<file path="config.mk">
export PLATFORM = sky130hd
export DESIGN_NAME = vls_elem_seq
export DESIGN_NICKNAME = d
export VERILOG_FILES = /design/src/rtl/vls_pkg.sv /design/src/rtl/vls_addr_gen.sv /design/src/rtl/vls_idx_track.sv /design/src/rtl/vls_ctrl.sv /design/src/rtl/vls_elem_seq.sv
export SDC_FILE = /design/constraint.sdc
export NUM_CORES = 1
export LEC_CHECK = 0
export ABC_AREA = 1
export BUFFER_PORTS_ARGS = -buffer_cell sky130_fd_sc_hd__buf_2
export CORE_MARGIN = 2
export CORE_UTILIZATION = 35
export DETAILED_ROUTE_END_ITERATION = 7
export GPL_TIMING_DRIVEN = 0
export HOLD_SLACK_MARGIN = 0.15
export PLACE_DENSITY_LB_ADDON = 0.08
export SYNTH_ARGS = -nofsm -noshare
export SYNTH_HDL_FRONTEND = slang
export SYNTH_SLANG_ARGS = --single-unit
</file>
<file path="constraint.sdc">
create_clock -name clk -period 6.9 [get_ports clk]
set_input_delay 0.69 -clock clk [delete_from_list [all_inputs] [get_ports clk]]
set_output_delay 0.69 -clock clk [all_outputs]
set_load 0.03 [all_outputs]
</file>
<file path="src/rtl/vls_pkg.sv">
package vls_pkg;

   typedef enum logic [1:0] {
      MD_NORMAL = 2'b00,
      MD_FFIRST = 2'b01,
      MD_SAT    = 2'b10,
      MD_PRED   = 2'b11
   } vls_mode_e;

   typedef enum logic [1:0] {
      AM_INDEXED    = 2'b00,
      AM_UNIT       = 2'b01,
      AM_STRIDED    = 2'b10,
      AM_STRIDED_B  = 2'b11
   } vls_amode_e;

   typedef enum logic [1:0] {
      ST_IDLE,
      ST_ISSUE,
      ST_WAIT,
      ST_FIN
   } vls_state_e;

   // register-number lanes tracked per element
   localparam int NUM_IDX  = 3;
   localparam int LANE_RA  = 0;
   localparam int LANE_RB  = 1;
   localparam int LANE_RT  = 2;

   typedef struct packed {
      vls_mode_e  mode;
      vls_amode_e amode;
      logic       base_vec;
      logic       off_vec;
      logic       dst_vec;
      logic       sext;
      logic       cinh;
      logic [1:0] ew;
   } vls_cfg_t;

   function automatic int ew_bits(input logic [1:0] code);
      return 8 << code;
   endfunction

endpackage

</file>
<file path="src/rtl/vls_addr_gen.sv">
module vls_addr_gen
   import vls_pkg::*;
#(
   parameter int ADDR_W     = 64,
   parameter int VL_W       = 8,
   parameter bit STRIDE_MUL = 1'b0
) (
   input  logic              clk,
   input  logic              rst_n,
   input  logic              clear,
   input  logic              step,
   input  logic              use_stride,
   input  logic              use_unit,
   input  logic              sext,
   input  logic [1:0]        ew,
   input  logic [ADDR_W-1:0] base_val,
   input  logic [ADDR_W-1:0] off_val,
   output logic [ADDR_W-1:0] ea
);

   logic [ADDR_W-1:0]        off_zx;
   logic [ADDR_W-1:0]        off_sx;
   logic signed [ADDR_W-1:0] sx_tmp;
   logic [ADDR_W-1:0]        step_amt;
   logic [ADDR_W-1:0]        elem_off;
   int                       sh;

   // cut the offset register to the element width
   always_comb begin
      sh     = ADDR_W - ew_bits(ew);
      off_zx = (off_val << sh) >> sh;
      sx_tmp = off_val << sh;
      off_sx = sx_tmp >>> sh;
   end

   always_comb begin
      if (use_unit)
         step_amt = ADDR_W'(1) << ew;
      else if (sext)
         step_amt = off_sx;
      else
         step_amt = off_zx;
   end

   generate
      if (STRIDE_MUL) begin : g_mul
         logic [VL_W-1:0] elem_q;
         always_ff @(posedge clk or negedge rst_n) begin
            if (!rst_n)
               elem_q <= '0;
            else if (clear)
               elem_q <= '0;
            else if (step)
               elem_q <= elem_q + 1'b1;
         end
         assign elem_off = ADDR_W'(elem_q) * step_amt;
      end else begin : g_acc
         logic [ADDR_W-1:0] acc_q;
         always_ff @(posedge clk or negedge rst_n) begin
            if (!rst_n)
               acc_q <= '0;
            else if (clear)
               acc_q <= '0;
            else if (step)
               acc_q <= acc_q + step_amt;
         end
         assign elem_off = acc_q;
      end
   endgenerate

   assign ea = (use_stride || use_unit) ? base_val + elem_off
                                        : base_val + off_zx;

endmodule

</file>
<file path="src/rtl/vls_idx_track.sv">
module vls_idx_track
   import vls_pkg::*;
#(
   parameter int RIDX_W = 7
) (
   input  logic                            clk,
   input  logic                            rst_n,
   input  logic                            load,
   input  logic                            step,
   input  logic [NUM_IDX-1:0][RIDX_W-1:0]  init_idx,
   input  logic [NUM_IDX-1:0]              adv_en,
   output logic [NUM_IDX-1:0][RIDX_W-1:0]  cur_idx
);

   for (genvar g = 0; g < NUM_IDX; g++) begin : g_lane
      logic [RIDX_W-1:0] lane_q;
      always_ff @(posedge clk or negedge rst_n) begin
         if (!rst_n)
            lane_q <= '0;
         else if (load)
            lane_q <= init_idx[g];
         else if (step && adv_en[g])
            lane_q <= lane_q + 1'b1;
      end
      assign cur_idx[g] = lane_q;
   end

endmodule

</file>
<file path="src/rtl/vls_ctrl.sv">
module vls_ctrl
   import vls_pkg::*;
#(
   parameter int VL_W = 8
) (
   input  logic            clk,
   input  logic            rst_n,
   input  logic            start,
   input  logic [VL_W-1:0] vl_in,
   input  logic            ffirst,
   input  logic            single_elem,
   input  logic            rsp_valid,
   input  logic            rsp_fault,
   output logic            busy,
   output logic            load,
   output logic            issue,
   output logic            step,
   output logic            done,
   output logic [VL_W-1:0] done_vl,
   output logic            done_exc
);

   vls_state_e      st_q;
   logic [VL_W-1:0] vl_q;
   logic [VL_W-1:0] cnt_q;
   logic            accept;
   logic            last_elem;
   logic            late_fault;

   assign load       = start && (st_q == ST_IDLE);
   assign accept     = (st_q == ST_WAIT) && rsp_valid;
   assign last_elem  = single_elem || (cnt_q == vl_q - 1'b1);
   assign late_fault = ffirst && (cnt_q != '0);
   assign step       = accept && !rsp_fault && !last_elem;
   assign busy       = (st_q != ST_IDLE);
   assign issue      = (st_q == ST_ISSUE);
   assign done       = (st_q == ST_FIN);

   always_ff @(posedge clk or negedge rst_n) begin
      if (!rst_n) begin
         st_q     <= ST_IDLE;
         vl_q     <= '0;
         cnt_q    <= '0;
         done_vl  <= '0;
         done_exc <= 1'b0;
      end else begin
         case (st_q)
            ST_IDLE: begin
               if (start) begin
                  vl_q     <= vl_in;
                  cnt_q    <= '0;
                  done_vl  <= vl_in;
                  done_exc <= 1'b0;
                  st_q     <= (vl_in == '0) ? ST_FIN : ST_ISSUE;
               end
            end
            ST_ISSUE: st_q <= ST_WAIT;
            ST_WAIT: begin
               if (rsp_valid) begin
                  if (rsp_fault) begin
                     st_q <= ST_FIN;
                     if (late_fault)
                        done_vl <= cnt_q;
                     else
                        done_exc <= 1'b1;
                  end else if (last_elem) begin
                     st_q <= ST_FIN;
                  end else begin
                     cnt_q <= cnt_q + 1'b1;
                     st_q  <= ST_ISSUE;
                  end
               end
            end
            default: st_q <= ST_IDLE;
         endcase
      end
   end

endmodule

</file>
<file path="src/rtl/vls_elem_seq.sv">
module vls_elem_seq
   import vls_pkg::*;
#(
   parameter int ADDR_W     = 64,
   parameter int VL_W       = 8,
   parameter int RIDX_W     = 7,
   parameter bit STRIDE_MUL = 1'b0
) (
   input  logic              clk,
   input  logic              rst_n,
   input  logic              start,
   input  logic [1:0]        mode,
   input  logic [1:0]        amode,
   input  logic              base_vec,
   input  logic              off_vec,
   input  logic              dst_vec,
   input  logic              sext,
   input  logic              cinh,
   input  logic [1:0]        ew,
   input  logic [VL_W-1:0]   vl_in,
   input  logic [RIDX_W-1:0] ra_idx,
   input  logic [RIDX_W-1:0] rb_idx,
   input  logic [RIDX_W-1:0] rt_idx,
   output logic              busy,
   output logic              req_valid,
   output logic [ADDR_W-1:0] req_addr,
   output logic [RIDX_W-1:0] req_dst_idx,
   output logic [RIDX_W-1:0] req_ra_idx,
   output logic [RIDX_W-1:0] req_rb_idx,
   input  logic [ADDR_W-1:0] ra_val,
   input  logic [ADDR_W-1:0] rb_val,
   input  logic              rsp_valid,
   input  logic              rsp_fault,
   output logic              done,
   output logic [VL_W-1:0]   done_vl,
   output logic              done_exc
);

   generate
      if (ADDR_W < 64) begin : g_bad_addr_w
         $error("vls_elem_seq: ADDR_W must hold a 64-bit element");
      end
      if (VL_W < 1) begin : g_bad_vl_w
         $error("vls_elem_seq: VL_W must be at least 1");
      end
      if (RIDX_W < 1) begin : g_bad_ridx_w
         $error("vls_elem_seq: RIDX_W must be at least 1");
      end
   endgenerate

   vls_cfg_t cfg_q;
   logic     load;
   logic     step;
   logic     issue;
   logic     is_ffirst;
   logic     redirect;
   logic     k_stride;
   logic     k_unit;
   logic     k_index;
   logic     single_elem;

   logic [NUM_IDX-1:0][RIDX_W-1:0] init_idx;
   logic [NUM_IDX-1:0][RIDX_W-1:0] cur_idx;
   logic [NUM_IDX-1:0]             adv_en;

   always_ff @(posedge clk or negedge rst_n) begin
      if (!rst_n) begin
         cfg_q <= '0;
      end else if (load) begin
         cfg_q.mode     <= vls_mode_e'(mode);
         cfg_q.amode    <= vls_amode_e'(amode);
         cfg_q.base_vec <= base_vec;
         cfg_q.off_vec  <= off_vec;
         cfg_q.dst_vec  <= dst_vec;
         cfg_q.sext     <= sext;
         cfg_q.cinh     <= cinh;
         cfg_q.ew       <= ew;
      end
   end

   // addressing kind after the fail-first redirection
   always_comb begin
      is_ffirst   = (cfg_q.mode == MD_FFIRST);
      redirect    = is_ffirst && (cfg_q.amode == AM_INDEXED) && cfg_q.base_vec;
      k_unit      = (cfg_q.amode == AM_UNIT);
      k_stride    = (cfg_q.amode == AM_STRIDED) || (cfg_q.amode == AM_STRIDED_B) || redirect;
      k_index     = !k_unit && !k_stride;
      single_elem = !cfg_q.dst_vec ||
                    (k_index && !cfg_q.base_vec && !cfg_q.off_vec && !cfg_q.cinh);
   end

   always_comb begin
      init_idx[LANE_RA] = ra_idx;
      init_idx[LANE_RB] = rb_idx;
      init_idx[LANE_RT] = rt_idx;
      adv_en[LANE_RA]   = k_index && cfg_q.base_vec;
      adv_en[LANE_RB]   = k_index && cfg_q.off_vec;
      adv_en[LANE_RT]   = 1'b1;
   end

   vls_ctrl #(
      .VL_W (VL_W)
   ) u_ctrl (
      .clk         (clk),
      .rst_n       (rst_n),
      .start       (start),
      .vl_in       (vl_in),
      .ffirst      (is_ffirst),
      .single_elem (single_elem),
      .rsp_valid   (rsp_valid),
      .rsp_fault   (rsp_fault),
      .busy        (busy),
      .load        (load),
      .issue       (issue),
      .step        (step),
      .done        (done),
      .done_vl     (done_vl),
      .done_exc    (done_exc)
   );

   vls_idx_track #(
      .RIDX_W (RIDX_W)
   ) u_idx (
      .clk      (clk),
      .rst_n    (rst_n),
      .load     (load),
      .step     (step),
      .init_idx (init_idx),
      .adv_en   (adv_en),
      .cur_idx  (cur_idx)
   );

   vls_addr_gen #(
      .ADDR_W     (ADDR_W),
      .VL_W       (VL_W),
      .STRIDE_MUL (STRIDE_MUL)
   ) u_addr (
      .clk        (clk),
      .rst_n      (rst_n),
      .clear      (load),
      .step       (step),
      .use_stride (k_stride),
      .use_unit   (k_unit),
      .sext       (cfg_q.sext),
      .ew         (cfg_q.ew),
      .base_val   (ra_val),
      .off_val    (rb_val),
      .ea         (req_addr)
   );

   assign req_valid   = issue;
   assign req_ra_idx  = cur_idx[LANE_RA];
   assign req_rb_idx  = cur_idx[LANE_RB];
   assign req_dst_idx = cur_idx[LANE_RT];

endmodule

</file>
==> summary.txt <==
Route
  – Via count: 21.9k
  – Pre-Repair DR Iteration Count: 6
  – WL met1: 39900 um
  – DRT antenna net count: 0
  – Top Layer Used: met4
  – Drt wl/cell: 19.6 um
  – # DRC: 0
  – Met3 WL: 4810 um
  – Vias per cell: 5.03
  – DR iter-0 viols: 1864
  – Final wirelength: 85600 um
  – Met2 wire length: 38100 um

Run status
  – Status: finished clean

Synthesis
  – Post-synth net total: 3685
  – Number of flops mapped to enable cells by yosys: 0
  – Top post-synthesis cells by area: nand2_1 (27%), dfrtp_1 (17%), inv_1 (12%)
  – Register bit count reported by yosys: 123
  – Post-Syn Area: 0.0182 mm2
  – Ys Warns: 0
  – Dominant cell type by area after synthesis: nand2_1
  – Post-synthesis async set-or-reset flop share: 100%
  – Seq/Total Area, Yosys: 17.0%
  – Post-synthesis cell type count: 45
  – Synth top area share: 26.8%
  – Post-synthesis cell count: 3377
  – Syn_area_per_cell: 5.38 um2
  – Dominant synthesized flop cell: dfrtp_1

Cells and area
  – Share of layout cells above drive strength 1: 9.18%
  – Fin cells: 4362
  – Most frequent cells in the layout: nand2_1 (1295), inv_1 (586), nor2_1 (339)
  – Fillers: 6005
  – Most common cell after layout, fill and taps aside: nand2_1
  – Area Growth Syn to Fin: 15.7%
  – Nets: 3975
  – Register area: 0.00308 mm2
  – Area of the multi-input gates: 0.0126 mm2

STA
  – Final setup viols: 0
  – Worst Skew: 0.0180 ns
  – Unrepaired setup endpoints after global routing: no
  – Min Hold Slack: 0.411 ns
  – Tightest Pin Transition: 1.05 ns
  – Final Hold Fails: 0
  – Minimum clock period: 6.19 ns
  – Pins Over Slew Limit: 0
  – Worst relative slew slack: 29.1%
  – Fmax achieved: 161 MHz
  – Setup_tns: 0 ns
  – Final Cycle Share: 89.8%
  – Final worst slack: 0.707 ns

Pwr
  – Clock share of power: 11.4%
  – Sw Share: 61.0%
  – Comb power frac: 75.1%
  – Seq pwr share: 13.5%
  – Maximum vdd ir drop: 0.239 mV
  – Internal power: 3.42 mW
  – P_sw: 5.35 mW
  – Static Leak: 11.8 nW
  – Power density over cell area: 417 mW/mm2

Setup path
  – Worst R2R Start: cfg_q[0]$_DFFE_PN0P_
  – CP required: 6.21 ns
  – Worst-path maximum fanout: 10
  – Slowest CP cell: o21ai_0
  – Critical Path End: req_addr[58]
  – Startpoint type of the worst setup path: flop
  – CP peak stage delay: 0.85 ns
  – RR Endpoint: u_addr.elem_off[56]$_DFFE_PN0P_
  – CP Depth: 17
  – Setup CP Type: reg -> out
  – Crit. Startpoint: cfg_q[0]$_DFFE_PN0P_
  – Worst path bufs/invs: 5
  – Crit path cell chain: buf_4, nand2_1, inv_1, clkbuf_1, buf_1, nand2_1, o21ai_0, ha_1, a21oi_1, o21ai_0, o21bai_1, nand2_1, nand2_1, a21oi_1, nand3_1, nand2_1, buf_2
  – Endpoint class of the critical path: primary output
  – CP top delay family: compound AO/OA/AOI/OAI gates
  – Crit path top cell by count: nand2_1
  – Reg2Reg Depth: 18
  – Worst reg2reg setup slack: 2.45 ns
  – WP data arrival: 5.50 ns

Place
  – PortBufs: 269
  – Placed cells: 4327
  – DP Worst Slack: 1.50 ns
  – Placer Congestion: 0.985
  – Detail Placement HPWL: 74200 um

Clock network
  – Root Driver: clkbuf_16
  – Post-CTS Resized: 0
  – Setup repair bufs after CTS: 0
  – TritonCTS clock tree: yes
  – Clock slew at reported path FFs: 0.07 ns
  – CTS Buf Count: 17
  – CTS Hold Bufs: 1
  – H-tree depth: 4
  – Clock sink count: 123
  – Max Root-Sink Buffers: 2
  – Clk_lat worst skew: 0.49 ns

Global routing
  – First-pass GRT wire length: 125000 um
  – Maximum number of pins on one net before global-route repair: 83
  – Grt ovf: 0
  – Total GRT Usage: 31.5%
  – Vias in the first global route: 20.6k
  – Initial antenna violation count: 2

Floorplan
  – Initial core utilization: 35.4%
  – Die area: 0.0537 mm2
  – Area of the core: 0.0513 mm2
  – Die Wd: 232 um
  – Num rows: 83
  – Die Y: 232 um
  – Ports: 270

Worst hold path
  – Hold path start: amode[1]
  – Hold Path Class: in -> reg

Flow run
  – Max_cap viols: 0
synth_stat cells (13+ instances only):
cell	instances
a21oi_1	175
buf_2	13
clkbuf_1	35
dfrtp_1	123
ha_1	133
inv_1	586
nand2_1	1295
nand3_1	204
nand4_1	33
nor2_1	339
nor3_1	34
o21ai_0	202
o21bai_1	13
o22ai_1	13
xnor2_1	41
xor2_1	43
logic make-up after synthesis:
logic type      Yosys count  share of synthesized area, %
simple gates           1934                          42.6
buf+inv                 657                          13.9
compound gates          444                          13.1
fa+ha+maj               135                          9.39
flops                   123                          17.0
xor+xnor                 84                          4.05
layer usage:
metal  vias up  global-route usage, %
met3       110                   3.28
met1     10100                   44.0
met2       667                   50.7
met5         -                      0
met4         0                   10.2
li1      11100                      -
registers in the layout (all words and copies together) (netlist names):
name / cells
u_addr.elem_off: 64
u_ctrl.vl_q: 8
u_ctrl.done_vl: 8
u_ctrl.cnt_q: 8
cfg_q: 11
u_ctrl.done_exc: 1
u_ctrl.st_q: 2
u_idx.g_lane.lane_q: 21
metrics by stage:
step | util, % | area [um2] | total power, mW
global route | 41.0 | 21000 | 9.44
CTS | 41.0 | 21000 | 8.71
finish | 41.0 | 21000 | 8.77
detailed placement | 39.7 | 20400 | 7.68
floorplan | - | 18200 | 5.52
global placement | 39.7 | 20400 | 7.69
worst min path at each step:
| stage | end | slack (ns) | cells after the start |
|---|---|---|---|
| 2_1_floorplan | cfg_q[0]$_DFFE_PN0P_ | 0.39 | 0 |
| 3_3_place_gp | cfg_q[2]$_DFFE_PN0P_ | 0.46 | 2 |
| 3_5_place_dp | cfg_q[4]$_DFFE_PN0P_ | 0.46 | 2 |
| 4_1_cts | cfg_q[8]$_DFFE_PN0P_ | 0.39 | 3 |
| 5_1_grt | cfg_q[8]$_DFFE_PN0P_ | 0.40 | 3 |
| 6_report | cfg_q[8]$_DFFE_PN0P_ | 0.41 | 3 |
worst register-to-register path, delay by kind of cell (launching register included):
kind	cells	cell delay, ns
simple gates	12	1.96
buf+inv	4	1.52
fa+ha+maj	1	0.33
flops	1	0.32
compound gates	1	0.19
area by class of cell:
type	count	area share, %
tap	680	4.05
clock buffer	18	2.04
multi-input combinational	2597	59.7
antenna	2	0.0238
buffer	64	1.41
sequential	123	14.6
clock inverter	14	0.875
inverter	593	10.6
timing repair buffer	271	6.62
power groups by stage:
| stage | registers, mW | logic, mW | clock network [mW] |
|---|---|---|---|
| floorplan | 1.28 | 4.24 | 0 |
| global placement | 1.19 | 6.50 | 0 |
| detailed placement | 1.19 | 6.49 | 0 |
| CTS | 1.18 | 6.51 | 1.02 |
| global route | 1.22 | 7.18 | 1.04 |
| finish | 1.18 | 6.59 | 0.998 |
(Power assumes the default switching activity.)
